<file path="src/rtl/interp_pkg.sv">
package interp_pkg;
  typedef enum logic [1:0] {
    STEP_HOLD = 2'd0,
    STEP_XINC = 2'd1,
    STEP_XDEC = 2'd2,
    STEP_YINC = 2'd3
  } step_e;

  typedef enum logic [1:0] {
    SEL_START = 2'd0,
    SEL_DX    = 2'd1,
    SEL_DY    = 2'd2,
    SEL_NONE  = 2'd3
  } wsel_e;
endpackage

</file>
<file path="src/rtl/interp_shadow.sv">
module interp_shadow #(
  parameter int ACC_W = 27
) (
  input  logic             clk_i,
  input  logic             rst_ni,
  input  logic             wr_en_i,
  input  logic [1:0]       wr_sel_i,
  input  logic [ACC_W-1:0] wr_data_i,
  output logic [ACC_W-1:0] shd_start_o,
  output logic [ACC_W-1:0] shd_dx_o,
  output logic [ACC_W-1:0] shd_dy_o
);
  import interp_pkg::*;

  localparam int NREG = 3;

  logic [ACC_W-1:0] regs_q [NREG];

  for (genvar g = 0; g < NREG; g++) begin : g_reg
    always_ff @(posedge clk_i or negedge rst_ni) begin
      if (!rst_ni)                                  regs_q[g] <= '0;
      else if (wr_en_i && wr_sel_i == 2'(g))        regs_q[g] <= wr_data_i;
    end
  end

  assign shd_start_o = regs_q[int'(SEL_START)];
  assign shd_dx_o    = regs_q[int'(SEL_DX)];
  assign shd_dy_o    = regs_q[int'(SEL_DY)];
endmodule

</file>
<file path="src/rtl/interp_accum.sv">
module interp_accum #(
  parameter int ACC_W = 27
) (
  input  logic             clk_i,
  input  logic             rst_ni,
  input  logic             start_i,
  input  logic [1:0]       step_i,
  input  logic [ACC_W-1:0] shd_start_i,
  input  logic [ACC_W-1:0] shd_dx_i,
  input  logic [ACC_W-1:0] shd_dy_i,
  output logic [ACC_W-1:0] acc_d_o,
  output logic [ACC_W-1:0] acc_q_o,
  output logic [ACC_W-1:0] act_dx_o,
  output logic [ACC_W-1:0] act_dy_o
);
  import interp_pkg::*;

  logic [ACC_W-1:0] acc_q, acc_d, dx_q, dy_q;
  step_e            step;

  assign step = step_e'(step_i);

  // load wins over any step
  always_comb begin
    acc_d = acc_q;
    if (start_i) begin
      acc_d = shd_start_i;
    end else begin
      unique case (step)
        STEP_XINC: acc_d = acc_q + dx_q;
        STEP_XDEC: acc_d = acc_q - dx_q;
        STEP_YINC: acc_d = acc_q + dy_q;
        default:   acc_d = acc_q;
      endcase
    end
  end

  always_ff @(posedge clk_i or negedge rst_ni) begin
    if (!rst_ni) begin
      acc_q <= '0;
      dx_q  <= '0;
      dy_q  <= '0;
    end else begin
      acc_q <= acc_d;
      if (start_i) begin
        dx_q <= shd_dx_i;
        dy_q <= shd_dy_i;
      end
    end
  end

  assign acc_d_o  = acc_d;
  assign acc_q_o  = acc_q;
  assign act_dx_o = dx_q;
  assign act_dy_o = dy_q;
endmodule

</file>
<file path="src/rtl/interp_clamp.sv">
module interp_clamp #(
  parameter int OUT_W   = 8,
  parameter int FRAC_W  = 16,
  parameter int GUARD_W = 2,
  parameter int ACC_W   = 1 + GUARD_W + OUT_W + FRAC_W
) (
  input  logic             clk_i,
  input  logic             rst_ni,
  input  logic [ACC_W-1:0] acc_i,
  input  logic             vld_i,
  output logic [OUT_W-1:0] value_o,
  output logic             vld_o
);
  localparam int SIGN_B = ACC_W - 1;
  localparam int OVF_LO = FRAC_W + OUT_W;

  logic             neg, ovf;
  logic [OUT_W-1:0] sat;

  assign neg = acc_i[SIGN_B];

  if (GUARD_W > 0) begin : g_guard
    assign ovf = |acc_i[SIGN_B-1:OVF_LO];
  end else begin : g_noguard
    assign ovf = 1'b0;
  end

  always_comb begin
    if (neg)      sat = '0;
    else if (ovf) sat = '1;
    else          sat = acc_i[FRAC_W +: OUT_W];
  end

  always_ff @(posedge clk_i or negedge rst_ni) begin
    if (!rst_ni) begin
      value_o <= '0;
      vld_o   <= 1'b0;
    end else begin
      value_o <= sat;
      vld_o   <= vld_i;
    end
  end
endmodule

</file>
<file path="src/rtl/interp_lane.sv">
module interp_lane #(
  parameter int  OUT_W   = 8,
  parameter int  FRAC_W  = 16,
  parameter int  GUARD_W = 2,
  localparam int ACC_W   = 1 + GUARD_W + OUT_W + FRAC_W
) (
  input  logic             clk_i,
  input  logic             rst_ni,
  input  logic             wr_en_i,
  input  logic [1:0]       wr_sel_i,
  input  logic [ACC_W-1:0] wr_data_i,
  input  logic             start_i,
  input  logic [1:0]       step_i,
  input  logic             vld_i,
  output logic [OUT_W-1:0] value_o,
  output logic             vld_o
);
  logic [ACC_W-1:0] shd_start, shd_dx, shd_dy;
  logic [ACC_W-1:0] acc_d, acc_q, act_dx, act_dy;

  interp_shadow #(.ACC_W(ACC_W)) u_shadow (
    .clk_i       (clk_i),
    .rst_ni      (rst_ni),
    .wr_en_i     (wr_en_i),
    .wr_sel_i    (wr_sel_i),
    .wr_data_i   (wr_data_i),
    .shd_start_o (shd_start),
    .shd_dx_o    (shd_dx),
    .shd_dy_o    (shd_dy)
  );

  interp_accum #(.ACC_W(ACC_W)) u_accum (
    .clk_i       (clk_i),
    .rst_ni      (rst_ni),
    .start_i     (start_i),
    .step_i      (step_i),
    .shd_start_i (shd_start),
    .shd_dx_i    (shd_dx),
    .shd_dy_i    (shd_dy),
    .acc_d_o     (acc_d),
    .acc_q_o     (acc_q),
    .act_dx_o    (act_dx),
    .act_dy_o    (act_dy)
  );

  interp_clamp #(
    .OUT_W(OUT_W), .FRAC_W(FRAC_W), .GUARD_W(GUARD_W), .ACC_W(ACC_W)
  ) u_clamp (
    .clk_i   (clk_i),
    .rst_ni  (rst_ni),
    .acc_i   (acc_d),
    .vld_i   (vld_i),
    .value_o (value_o),
    .vld_o   (vld_o)
  );
endmodule

</file>
<file path="config.mk">
export PLATFORM = sky130hd
export DESIGN_NAME = interp_lane
export DESIGN_NICKNAME = d
export VERILOG_FILES = /design/src/rtl/interp_pkg.sv /design/src/rtl/interp_shadow.sv /design/src/rtl/interp_accum.sv /design/src/rtl/interp_clamp.sv /design/src/rtl/interp_lane.sv
export SDC_FILE = /design/constraint.sdc
export NUM_CORES = 1
export LEC_CHECK = 0
export ABC_AREA = 1
export BUFFER_PORTS_ARGS = -buffer_cell sky130_fd_sc_hd__buf_2
export CORE_MARGIN = 2
export CORE_UTILIZATION = 40
export CTS_BUF_LIST = sky130_fd_sc_hd__clkbuf_4 sky130_fd_sc_hd__clkbuf_8
export CTS_CLUSTER_DIAMETER = 150
export DETAILED_ROUTE_END_ITERATION = 10
export GPL_ROUTABILITY_DRIVEN = 0
export GPL_TIMING_DRIVEN = 0
export PLACE_DENSITY = 0.54
export RECOVER_POWER = 25
export SLEW_MARGIN = 0
export SYNTH_ARGS = -nofsm -noshare
export SYNTH_HDL_FRONTEND = slang
export SYNTH_HIERARCHICAL = 1
export SYNTH_SLANG_ARGS = --single-unit
</file>
<file path="constraint.sdc">
create_clock -name clk_i -period 4.52 [get_ports clk_i]
set_input_delay 0.904 -clock clk_i [delete_from_list [all_inputs] [get_ports clk_i]]
set_output_delay 0.904 -clock clk_i [all_outputs]
set_load 0.02 [all_outputs]
</file>
==> Yosys cells after proc, flatten, opt, wreduce, memory -nomap -nowiden <==
Index checks and enable logic that the tools add are counted.
{ "classes": {"n_mux": 4, "eq_ne": 5, "addsub": 3, "n_reduce_logical": 6} }
{ "ops": {"columns": ["operator", "n"], "rows": [
  ["$pmux W27 S3", 1],
  ["$add A27 B27 Y27", 2],
  ["$mux W27", 1],
  ["$sub A27 B27 Y27", 1],
  ["$mux W8", 2],
  ["$eq A2 B2 Y1 const B", 3],
  ["$eq A2 B1 Y1 const B", 2],
  ["$reduce_bool A4 Y1", 1],
  ["$logic_and A1 B1 Y1", 3],
  ["$logic_not A2 Y1", 1],
  ["$reduce_or A2 Y1", 1]
]} }
{ "totals": {"wordCells": 27, "output_inout_bits": 9, "inputBits": 36, "reg_bits": 171} }

==> Depth between registers and ports, before layout <==
{ "depth": {"ltp_word": 6, "ltp_mapped": 28, "mapped_depth_nobuf": 27} }

==> Cells and area by module <==
The synthesis kept the hierarchy.
{ "modules_own_cells": {"columns": ["module", "seq_area_each_um2", "area_each_um2", "cells_per_inst", "n_inst"], "rows": [
  ["interp_accum", 2026.9, 5751.8, 828, 1],
  ["interp_shadow", 2026.9, 3372.0, 357, 1],
  ["interp_clamp", 225.2, 311.5, 27, 1]
]} }

==> Worst setup path after synthesis <==
OpenSTA, ideal clock, no wires.
{ "synth_path": {"kind": "input -> register", "start": "input step_i[1]", "end": "register u_clamp.value_o[0]", "slack_ps": 1072, "t_arrival_ps": 3321, "setup_time_ps": 127, "stages": 20, "path_buffers": 2, "required_ps": 4393, "path_cell_list": "inv_1 nor2_1 buf_2 buf_1 a21oi_1 ha_1 a21oi_1 nand2_1 a21boi_2 inv_2 nand2_1 nand2_1 nand4_1 nand2_1 nand2_1 nand3_1 nand2_1 nand2_1 nor2_4 a21oi_1"} }
{ "synth_via": {"elab_chain_cells": 6, "elab_cells_between_ends": 8, "cone_classes": "eq/ne (3); mux (4); reduce/logical (1)"} }
{ "synth_rtl": {"columns": ["item", "line_no", "text"], "rows": [
  ["from (decl)", "interp_lane.sv:13", "input logic [1:0] step_i,"],
  ["$eq A2 B2 Y1 / $eq A2 B1 Y1 (equally long branches)", "interp_accum.sv:29", "unique case (step)"],
  ["$pmux W27 S3 *", "interp_accum.sv:29", null],
  ["$mux W27 *", "interp_accum.sv:26", "if (start_i) begin"],
  ["named net acc_d[25]", "interp_lane.sv:19", "logic [ACC_W-1:0] acc_d, acc_q, act_dx, act_dy;"],
  ["$reduce_or A2 Y1 *", "interp_clamp.sv:23", "assign ovf = |acc_i[SIGN_B-1:OVF_LO];"],
  ["$mux W8 *", "interp_clamp.sv:30", "else if (ovf) sat = '1;"],
  ["$mux W8 *", "interp_clamp.sv:29", "if (neg) sat = '0;"],
  ["named net u_clamp.sat[0]", "interp_clamp.sv:18", "logic [OUT_W-1:0] sat;"],
  ["to (signal assigned)", "interp_clamp.sv:39", "value_o <= sat;"],
  ["to (decl)", "interp_clamp.sv:11", "output logic [OUT_W-1:0] value_o,"]
]} }
Mark *: on every way through the listed nets, which the timed path passes. The rest lies on a longest branch.
A chain may end at the register's enable or synchronous reset.

==> Worst setup path after layout <==
{ "layout_path": {"start": "input step_i[1]", "end": "register u_clamp.value_o[3]"} }
Same word-level chain as after synthesis.

==> summary.txt <==
Power and ir drop
  • Max IR drop VDD: roughly 0.18 mV
  • Pleak: 5.28 nW
  • Cell Pwr Density: approximately 510 nW/µm²

Setup path
  • Worst setup EP type: flop
  • Nature of the critical path startpoint: primary input
  • Required time worst endpoint: a little under 5 ns
  • Critical Path AT: approximately 4.4 ns
  • Slowest Stage Delay on Critical Path: 0.52 ns
  • CP cell instances: buf_2 > clkbuf_1 > clkbuf_1 > o22ai_1 > a21oi_1 > ha_1 > a21oi_1 > nand2_1 > a21boi_2 > inv_2 > nand2_1 > nand2_1 > nand4_1 > nand2_1 > nand2_1 > nand3_1 > nand2_1 > nand2_1 > nor2_4 > a21oi_1
  • Library cell appearing most often on the critical path: sky130_fd_sc_hd__nand2_1
  • Slowest cell on the critical path: sky130_fd_sc_hd__clkbuf_1
  • Kind of critical path: primary input to flop
  • Largest fanout of any net on the critical path: 10

Global routing
  • Largest net degree at the start of global routing: 88
  • Wire length of the first global-routing pass: between 40 and 50 mm
  • Via count of the first global-routing pass: between 7k and 8k
  • Total congestion overflow: 0
  • Number of antenna violations at the first check in global routing: 0
  • Total GRT Usage: between 20 and 25%

Logic synthesis
  • Post-synthesis async set-or-reset flop share: 100%
  • Total of flip-flops plus latches after synthesis: 171
  • Synthesis Warnings: 6
  • Syn Area/Cell: 7.78 µm²
  • Portion of the post-synthesis area used by sequential elements: between 40% and 50%
  • Post-Synthesis Net Count: between 1k and 1.5k
  • Flip-flop cell with the highest count after synthesis: sky130_fd_sc_hd__dfrtp_1
  • Post-synthesis cell type count: 42
  • Syn Inst Count: approximately 1.2k
  • Mapped Area: roughly 9400 µm²
  • Number of enable-type register cells in the synthesized netlist: 0

Timing
  • Period utilization: around nine tenths
  • Fin. Hold Viols: 0
  • Setup repair after global routing missed its margin: false
  • Clock Skews: 0.0219 ns
  • Total negative setup slack: 0 ns
  • Final slew viol count: a little under 90
  • Relative slew slack: -50.4%
  • Timing-limited maximum frequency: about 0.25 GHz
  • Least-Margin Pin Slew: ~2.3 ns
  • Post-layout min period: about 4.1 ns
  • Number of setup violations in the final report: 0
  • PnR worst setup slack: 0.447 ns

Route
  • Remaining number of nets flagged by the antenna check after routing: 0
  • Vias per cell: just over 5
  • TritonRoute pass-1 iters: 5
  • Starting DRC count in detailed routing: around 470
  • Vias after detailed routing: 8072
  • Final wirelength: about 27 mm
  • Remaining DRCs: 0
  • Average wire per standard cell: roughly 17 µm

Finish
  • Fin nets: between 1k and 1.5k
  • Number of fill cells in the layout: between 2k and 2.5k
  • Commonest non-fill, non-tap cells in the layout: sky130_fd_sc_hd__nand2_1 (414), sky130_fd_sc_hd__dfrtp_1 (171), sky130_fd_sc_hd__inv_1 (82), sky130_fd_sc_hd__nor2_1 (73)
  • Inserted Diodes: 0
  • Final standard cell count with taps included and fillers excluded: 1606
  • Fraction of layout instances using a drive strength above 1: 9.79%
  • Area grow syn2layout: 10.9%
  • Area occupied by registers: between 4000 and 5000 µm²
  • Most frequent standard cell in the layout excluding fill and tap cells: sky130_fd_sc_hd__nand2_1
  • Multi-input logic area: between 4000 and 5000 µm²

Clock network
  • Clock slew at reported path FFs: approximately 0.1 ns
  • TritonCTS buffer count: 17
  • Clock latency at the later pin of the worst-skew pair: approximately 0.47 ns
  • TritonCTS clock tree: built
  • Sinks on the clock net: 171
  • Total of hold buffers inserted after clock tree synthesis: 0
  • Root buffer cell: sky130_fd_sc_hd__clkbuf_8
  • H-tree level count: 4
  • Number of setup buffers added after CTS: 0
  • Quantity of gates resized following cts: 0
  • CTS max path bufs: 2

Placement
  • Worst slack after detailed placement: -0.150 ns
  • Number of port buffers: 43
  • HPWL Detailed: around 22 mm
  • Post-Place Cells: 1575

Floorplanning
  • Die area: ~25000 µm²
  • Chip width: ~160 µm
  • Starting density of the core: 40.4%
  • Row Count: 56
  • Std-Cell Core Area: ~23000 µm²
  • Top-Level Pins: 45
  • Chip height: 158 µm

Worst hold path
  • Class of the tightest hold or removal check: flop to flop

Outcome
  • Violated checks: max-capacitance violations, max-slew violations
  • Outcome: complete, but fails checks

Job
  • Number of violations of the max-capacitance limit: 1
==> stage by stage <==
stage	hold WS [ns]	total power [mW]	instance area, µm²	util (%)
2_1_floorplan	0.442	3.61	9440	-
3_3_place_gp	0.456	4.22	10000	43.1
3_5_place_dp	0.459	4.24	10100	43.2
4_1_cts	0.427	5.33	10500	44.9
5_1_grt	0.486	5.73	10500	44.8
6_report	0.483	5.30	10500	44.8
==> cell families (layout without fill, tap and decap cells) <==
family                     after synthesis  after routing  share of synthesized area [%]
adders and majority gates               31             31                           4.19
AOI/OAI and AO/OA                      191            191                           11.0
and+or+nand+nor                        636            636                           29.2
buffers and inverters                  148            223                           6.95
DFF                                    171            171                           45.4
xor gates and xnor gates                35             35                           3.25
==> power breakdown <==
part / internal [mW] / switching [mW]
clock: 0.420 / 0.654
combinational: 0.752 / 1.39
sequential: 1.86 / 0.223
==> flip-flops by register name (all words and copies together), names as in the netlist <==
name                  flops
u_accum/acc_q_o          27
u_accum/act_dx_o         27
u_accum/act_dy_o         27
u_clamp/value_o           8
u_clamp/vld_o             1
u_shadow/shd_dx_o        27
u_shadow/shd_dy_o        27
u_shadow/shd_start_o     27
==> cells in the mapped netlist (all sizes together), types with 3 or more instances <==
cell	number	area, µm²
xnor2	5	43.8
o21ai	86	430
o22ai	20	125
inv	91	342
o21bai	6	45.0
nor2	79	332
xor2	30	263
dfrtp	171	4280
buf	31	216
a22oi	4	30.0
a21boi	3	26.3
clkbuf	25	93.8
nand2	415	1570
a21oi	63	315
nor3	9	56.3
nor4	5	37.5
nand3	63	360
a31oi	3	18.8
nand4	63	394
ha	30	375
==> worst max-delay path: cells and delay by family <==
family / cells / cell delay (ns)
fa+ha+maj: 1 / 0.32
buf+inv: 4 / 1.15
simple gates: 10 / 1.13
compound gates: 5 / 0.89
==> layout make-up <==
type	count	area share (%)
clock inverters	14	1.41
plain buffers	55	2.93
repair buffers	44	2.32
inverters	92	3.30
clock buffers	18	2.31
flip-flops and latches	171	40.9
multi-input cells	893	43.0
well taps	319	3.81
==> final timing paths <==
path                                    startpoint                       to  slack, ns  cells after the start
max                                      step_i[1]       u_clamp/value_o[3]       0.45                     20
min                        u_shadow/shd_start_o[2]  u_shadow/shd_start_o[2]       0.48                      2
max reg2reg                    u_accum/act_dx_o[1]       u_clamp/value_o[3]       0.52                     25
min reg2reg                u_shadow/shd_start_o[2]  u_shadow/shd_start_o[2]       0.48                      2
max in group asynchronous                   rst_ni      u_accum/acc_q_o[13]       2.12                      1
min in group asynchronous                   rst_ni            u_clamp/vld_o       1.09                      1
==> routing by layer <==
layer / part of all wire [%] / track usage [%] / vias to the layer above
met5: 0 / 0 / -
met4: 1.7 / 6.54 / 0
met3: 3.2 / 2.55 / 34
met2: 45 / 36.7 / 169
met1: 50 / 33.4 / 3740
li1: - / - / 4129
Note: power is estimated with default switching activity, not from simulation.
